===== src/rtl/hpb_pkg.sv =====
package hpb_pkg;

  typedef struct packed {
    logic ok;    // strap code is one of the four supported ones
    logic m68;   // level-plus-enable protocol
    logic wide;  // 16-bit bus
  } bus_cfg_t;

  function automatic bus_cfg_t strap_to_cfg(input logic [2:0] s);
    bus_cfg_t c;
    case (s)
      3'b111:  c = {1'b1, 1'b0, 1'b1};
      3'b110:  c = {1'b1, 1'b0, 1'b0};
      3'b100:  c = {1'b1, 1'b1, 1'b1};
      3'b011:  c = {1'b1, 1'b1, 1'b0};
      default: c = 3'b000;
    endcase
    return c;
  endfunction

endpackage


===== src/rtl/hpb_sync.sv =====
module hpb_sync #(
  parameter int          W       = 4,
  parameter int          STAGES  = 2,
  parameter logic [W-1:0] RST_VAL = '0
) (
  input  logic         clk,
  input  logic         rst_n,
  input  logic [W-1:0] d,
  output logic [W-1:0] q
);
  logic [W-1:0] stg [STAGES];

  always_ff @(posedge clk or negedge rst_n) begin
    if (!rst_n) stg[0] <= RST_VAL;
    else        stg[0] <= d;
  end

  generate
    for (genvar i = 1; i < STAGES; i++) begin : g_stage
      always_ff @(posedge clk or negedge rst_n) begin
        if (!rst_n) stg[i] <= RST_VAL;
        else        stg[i] <= stg[i-1];
      end
    end
  endgenerate

  assign q = stg[STAGES-1];
endmodule


===== src/rtl/hpb_strobe_dec.sv =====
module hpb_strobe_dec
  import hpb_pkg::*;
(
  input  logic     clk,
  input  logic     rst_n,
  input  bus_cfg_t cfg,
  input  logic     cs_n_s,
  input  logic     a_s,      // write strobe or read/write level
  input  logic     b_s,      // read strobe or enable
  output logic     wr_fire,
  output logic     rd_active
);
  logic cs_n_q, a_q, b_q;

  always_ff @(posedge clk or negedge rst_n) begin
    if (!rst_n) begin
      cs_n_q <= 1'b1;
      a_q    <= 1'b1;
      b_q    <= 1'b1;
    end else begin
      cs_n_q <= cs_n_s;
      a_q    <= a_s;
      b_q    <= b_s;
    end
  end

  // chip select must be low on both samples that form an edge
  logic sel_held;
  assign sel_held = !cs_n_s && !cs_n_q;

  always_comb begin
    wr_fire   = 1'b0;
    rd_active = 1'b0;
    if (cfg.ok) begin
      if (cfg.m68) begin
        wr_fire   = sel_held && !a_s && !b_s && b_q;
        rd_active = !cs_n_s && a_s && b_s;
      end else begin
        wr_fire   = sel_held && a_s && !a_q;
        rd_active = !cs_n_s && !b_s;
      end
    end
  end
endmodule


===== src/rtl/hpb_wr_path.sv =====
module hpb_wr_path #(
  parameter int DW = 16
) (
  input  logic          clk,
  input  logic          rst_n,
  input  logic          wide,
  input  logic          fire,
  input  logic          rs_s,
  input  logic [DW-1:0] d_s,
  output logic          wr_valid,
  output logic          wr_is_data,
  output logic [DW-1:0] wr_data
);
  localparam int HALF = DW / 2;

  function automatic logic [DW-1:0] fit_width(input logic [DW-1:0] v, input logic w);
    return w ? v : {{(DW-HALF){1'b0}}, v[HALF-1:0]};
  endfunction

  always_ff @(posedge clk or negedge rst_n) begin
    if (!rst_n) begin
      wr_valid   <= 1'b0;
      wr_is_data <= 1'b0;
      wr_data    <= '0;
    end else begin
      wr_valid <= fire;
      if (fire) begin
        wr_is_data <= rs_s;
        wr_data    <= fit_width(d_s, wide);
      end
    end
  end
endmodule


===== src/rtl/hpb_rd_path.sv =====
module hpb_rd_path #(
  parameter int DW = 16
) (
  input  logic          clk,
  input  logic          rst_n,
  input  logic          wide,
  input  logic          rd_active,
  input  logic          rs_s,
  input  logic [DW-1:0] rd_data,
  output logic          rd_req,
  output logic          rd_is_data,
  output logic [DW-1:0] bus_out,
  output logic          oe_lo,
  output logic          oe_hi
);
  localparam int HALF = DW / 2;

  function automatic logic [DW-1:0] fit_width(input logic [DW-1:0] v, input logic w);
    return w ? v : {{(DW-HALF){1'b0}}, v[HALF-1:0]};
  endfunction

  logic          act_q;
  logic          start;
  logic [DW-1:0] hold;

  assign start = rd_active && !act_q;

  always_ff @(posedge clk or negedge rst_n) begin
    if (!rst_n) begin
      act_q      <= 1'b0;
      rd_req     <= 1'b0;
      rd_is_data <= 1'b0;
      hold       <= '0;
      oe_lo      <= 1'b0;
      oe_hi      <= 1'b0;
    end else begin
      act_q  <= rd_active;
      rd_req <= start;
      if (start)  rd_is_data <= rs_s;
      if (rd_req) hold       <= fit_width(rd_data, wide);
      oe_lo <= rd_active && act_q;
      oe_hi <= rd_active && act_q && wide;
    end
  end

  assign bus_out = oe_lo ? hold : '0;
endmodule


===== src/rtl/hostbus_par_if.sv =====
module hostbus_par_if
  import hpb_pkg::*;
#(
  parameter int DW          = 16,
  parameter int SYNC_STAGES = 2
) (
  input  logic          clk,
  input  logic          rst_n,
  input  logic [2:0]    mode_strap,
  input  logic          cs_n,
  input  logic          rs,
  input  logic          wr_rw,
  input  logic          rd_en,
  input  logic [DW-1:0] bus_in,
  output logic [DW-1:0] bus_out,
  output logic          bus_oe_lo,
  output logic          bus_oe_hi,
  output logic          wr_valid,
  output logic          wr_is_data,
  output logic [DW-1:0] wr_data,
  output logic          rd_req,
  output logic          rd_is_data,
  input  logic [DW-1:0] rd_data
);
  localparam int SW = DW + 4;
  localparam logic [SW-1:0] IDLE = {1'b1, 1'b1, 1'b1, 1'b0, {DW{1'b0}}};

  bus_cfg_t cfg;
  assign cfg = strap_to_cfg(mode_strap);

  logic [SW-1:0] pins_s;
  logic          cs_n_s, a_s, b_s, rs_s;
  logic [DW-1:0] d_s;

  hpb_sync #(.W(SW), .STAGES(SYNC_STAGES), .RST_VAL(IDLE)) u_sync (
    .clk  (clk),
    .rst_n(rst_n),
    .d    ({cs_n, wr_rw, rd_en, rs, bus_in}),
    .q    (pins_s)
  );
  assign {cs_n_s, a_s, b_s, rs_s, d_s} = pins_s;

  // named internal events
  logic wr_fire, rd_active;

  hpb_strobe_dec u_dec (
    .clk      (clk),
    .rst_n    (rst_n),
    .cfg      (cfg),
    .cs_n_s   (cs_n_s),
    .a_s      (a_s),
    .b_s      (b_s),
    .wr_fire  (wr_fire),
    .rd_active(rd_active)
  );

  hpb_wr_path #(.DW(DW)) u_wr (
    .clk       (clk),
    .rst_n     (rst_n),
    .wide      (cfg.wide),
    .fire      (wr_fire),
    .rs_s      (rs_s),
    .d_s       (d_s),
    .wr_valid  (wr_valid),
    .wr_is_data(wr_is_data),
    .wr_data   (wr_data)
  );

  hpb_rd_path #(.DW(DW)) u_rd (
    .clk       (clk),
    .rst_n     (rst_n),
    .wide      (cfg.wide),
    .rd_active (rd_active),
    .rs_s      (rs_s),
    .rd_data   (rd_data),
    .rd_req    (rd_req),
    .rd_is_data(rd_is_data),
    .bus_out   (bus_out),
    .oe_lo     (bus_oe_lo),
    .oe_hi     (bus_oe_hi)
  );
endmodule


===== config.mk =====
export PLATFORM = sky130hd
export DESIGN_NAME = hostbus_par_if
export DESIGN_NICKNAME = d
export VERILOG_FILES = /design/src/rtl/hpb_pkg.sv /design/src/rtl/hpb_sync.sv /design/src/rtl/hpb_strobe_dec.sv /design/src/rtl/hpb_wr_path.sv /design/src/rtl/hpb_rd_path.sv /design/src/rtl/hostbus_par_if.sv
export SDC_FILE = /design/constraint.sdc
export NUM_CORES = 1
export LEC_CHECK = 0
export BUFFER_PORTS_ARGS = -buffer_cell sky130_fd_sc_hd__buf_2
export CORE_MARGIN = 3
export CORE_UTILIZATION = 30
export DETAILED_ROUTE_END_ITERATION = 10
export SYNTH_ARGS = -nofsm -noshare
export SYNTH_HDL_FRONTEND = slang
export SYNTH_SLANG_ARGS = --single-unit

===== constraint.sdc =====
create_clock -name clk -period 6.55 [get_ports clk]
set_input_delay 0.9825 -clock clk [delete_from_list [all_inputs] [get_ports clk]]
set_output_delay 0.9825 -clock clk [all_outputs]
set_load 0.1 [all_outputs]

==> summary.txt <==
Power
  – VDD IR-drop max: 218 uV
  – Static leakage: 1.74 nW
  – Power per cell area: 363 nW/um^2

Clocking
  – Clock sinks: 82
  – Clk slew on worst S/H paths: roughly 0.09 ns
  – Post-CTS setup buffers: 0
  – Htree depth: 3
  – Clk buf depth: 2
  – CTS Buf Count: 9
  – CTS root buf: clkbuf_8
  – Cells resized by post-CTS repair: 0
  – CTS tree: done
  – Post-CTS Hold Buffers: 0
  – Worst-Skew Late Latency: 0.35 ns

Critical path
  – R2R depth: 5
  – R2r endpoint: u_wr.wr_data[6]$_DFFE_PN0P_
  – Critical path capture point type: register
  – Delay-heaviest family, CP: compound AO/OA/AOI/OAI gates
  – Reg2reg setup slack: 4.53 ns
  – Crit path cell chain: buf_2, or3b_1, a2111o_1, a2111oi_4, buf_4, mux2_2
  – Critical-path top delay cell: or3b_1
  – Slowest stage delay, CP: 0.41 ns
  – CP Max Fanout: 18
  – CP required: approximately 6.8 ns
  – Stages on worst setup path: 6
  – Data arrival time of the worst path: 3.07 ns
  – Critical R2R Launch: u_dec.b_q$_DFF_PN1_
  – Crit path kind: input port to register
  – WP buf/inv: 2
  – Startpoint class of the critical path: input port

Min path
  – Hold path depth: 0
  – WHS Endpoint: u_sync.q[16]$_DFF_PN0_
  – Hold Path Class: register to register
  – Worst Hold Launch: u_sync.stg[36]$_DFF_PN0_

Layout
  – Final instance area: 3520 um^2
  – Non-Filler Instances: 377
  – Share of cells above drive strength 1: 49.1%
  – Antenna cells: 0
  – Nets: 305
  – Area grow syn2layout: 25.8%

Timing
  – TNS Setup: 0 ns
  – Clock skew: 0.0122 ns
  – Fmax: 0.352 GHz
  – RSZ-0062 raised after global routing: false
  – Fin crit share: 43.3%
  – Tmin final: 2.84 ns
  – Worst slew pin tran: between 0.9 and 1 ns
  – Final hold slack: between 0.3 and 0.4 ns
  – Worst setup margin: 3.71 ns
  – Fin. max-slew vios: 0
  – Worst slew margin: 35.0%
  – Final setup vio count: 0
  – Final hold violations: 0

Floorplanning
  – Row count: 34
  – Initial Util: 31.5%
  – IO Count: 79
  – Die area: 10500 um^2
  – Die Wd: between 100 and 150 um
  – Die Y: 103 um
  – Core area: between 8000 and 9000 um^2

Global routing
  – Largest net degree at the start of global routing: 83
  – GRT Residual Overflow: 0
  – Gr usage total: between 10% and 20%
  – First-pass GRT wire length: between 8000 and 9000 um
  – Number of global-route vias before repair: roughly 1800
  – Initial antenna violation count: 0

Yosys
  – Post-synthesis cell area: 2800 um^2
  – Area leader, netlist: dfrtp_1
  – FFs w/ async S/R, synth: 100%
  – Synth top cells by count: 73 x dfrtp_1, 26 x mux2_2, 17 x and2_1
  – Seq cells post-synth: 82
  – Count of different cell masters after synthesis: 25
  – Share of the synthesized area in the top cell type: 65.3%
  – Gate Count Post-Synth: 180
  – Yosys warns: 0
  – Main flop type after synthesis: dfrtp_1
  – Mean Syn Cell Area: 15.5 um^2
  – Number of flops mapped to enable cells by yosys: 0
  – Most frequent cell after synthesis: dfrtp_1
  – Register area share after synthesis: between 70% and 80%
  – Synthesized net count: 221
  – Area contributors post-synth: dfrtp_1 65%, mux2_2 10%, dfstp_2 8.5%

Placed design
  – DP Cell Count: 361
  – Post-DP Area: between 3000 and 4000 um^2
  – RD Place Congestion: 0.686
  – DP Worst Slack: 3.33 ns
  – Final HPWL DP: between 3000 and 4000 um
  – Port Buf Inserts: 78

Drt
  – Avg Vias per Cell: ~4.4
  – Vias: 1654
  – Routed len/inst: 13.7 um
  – Total Wirelength: 5150 um
  – DRC: 0
  – Drt first pass iters: 3
  – Post-route ant nets: 0
  – Drt initial violations: 59

Run
  – Max cap viols: 0

Outcome
  – Status: finished clean
## per-layer routing
| metal | global-route usage (%) | part of all wire [%] |
|---|---|---|
| met2 | 15.7 | 44 |
| met3 | 3.04 | 7.6 |
| met4 | 6.05 | 1.6 |
| met5 | 0 | 0 |
| met1 | 15.0 | 47 |
## flip-flops by register name, indices dropped and copies added (netlist names), 16 cells and up
register      count
u_sync.stg       20
u_wr.wr_data     16
u_rd.hold        16
u_sync.q         20
## cell type report
type                       instances  area, um^2
multi-input combinational         83         668
sequential                        82        2060
timing repair buffer              79         400
clock inverter                     7        93.8
inverter                           9        33.8
fill                             837        5370
clock buffer                       9         124
tap                              108         135
## per-stage QoR
stage	utilization [%]	total power [mW]
final	39.6	1.28
after global routing	39.6	1.34
after CTS	39.6	1.30
after detailed placement	37.1	0.902
after global placement	37.1	0.898
after floorplan	-	0.833
## kinds of logic (layout without fill, tap and decap cells)
| kind of cell | count (synthesis) | after routing | share of synthesized area, % |
|---|---|---|---|
| xor gates and xnor gates | 1 | 1 | 0.313 |
| muxes | 27 | 27 | 10.8 |
| AOI/OAI and AO/OA | 13 | 13 | 3.80 |
| DFF | 82 | 82 | 73.8 |
| and+or+nand+nor | 42 | 42 | 8.95 |
| buffers and inverters | 15 | 104 | 2.33 |
## worst max path at each step
stage / startpoint / to / slack (ns)
2_1_floorplan: mode_strap[0] / u_wr.wr_data[10]$_DFFE_PN0P_ / 3.51
3_3_place_gp: mode_strap[2] / u_wr.wr_data[11]$_DFFE_PN0P_ / 3.38
3_5_place_dp: mode_strap[2] / u_wr.wr_data[0]$_DFFE_PN0P_ / 3.33
4_1_cts: mode_strap[2] / u_wr.wr_data[2]$_DFFE_PN0P_ / 3.72
5_1_grt: u_rd.rd_req$_DFF_PN0_ / rd_req / 3.63
6_report: mode_strap[2] / u_wr.wr_data[6]$_DFFE_PN0P_ / 3.71
## power by group
part	total, mW	switching (mW)	internal [mW]
clock	0.388	0.201	0.187
sequential	0.598	0.0306	0.568
combinational	0.291	0.229	0.0620
total	1.28	0.461	0.817
## placed cells by master, fill, tap and decap left out, types with 2 or more instances in the layout
master | netlist | layout
and2_1 | 17 | 17
clkbuf_8 | 0 | 9
o22ai_1 | 8 | 8
inv_1 | 9 | 9
inv_6 | 0 | 2
dfstp_2 | 9 | 9
nand2_1 | 10 | 10
buf_2 | 1 | 77
mux2_2 | 26 | 26
and3_1 | 8 | 8
dfrtp_1 | 73 | 73
buf_4 | 0 | 2
inv_8 | 0 | 2
Note: power is estimated with default switching activity, not from simulation.
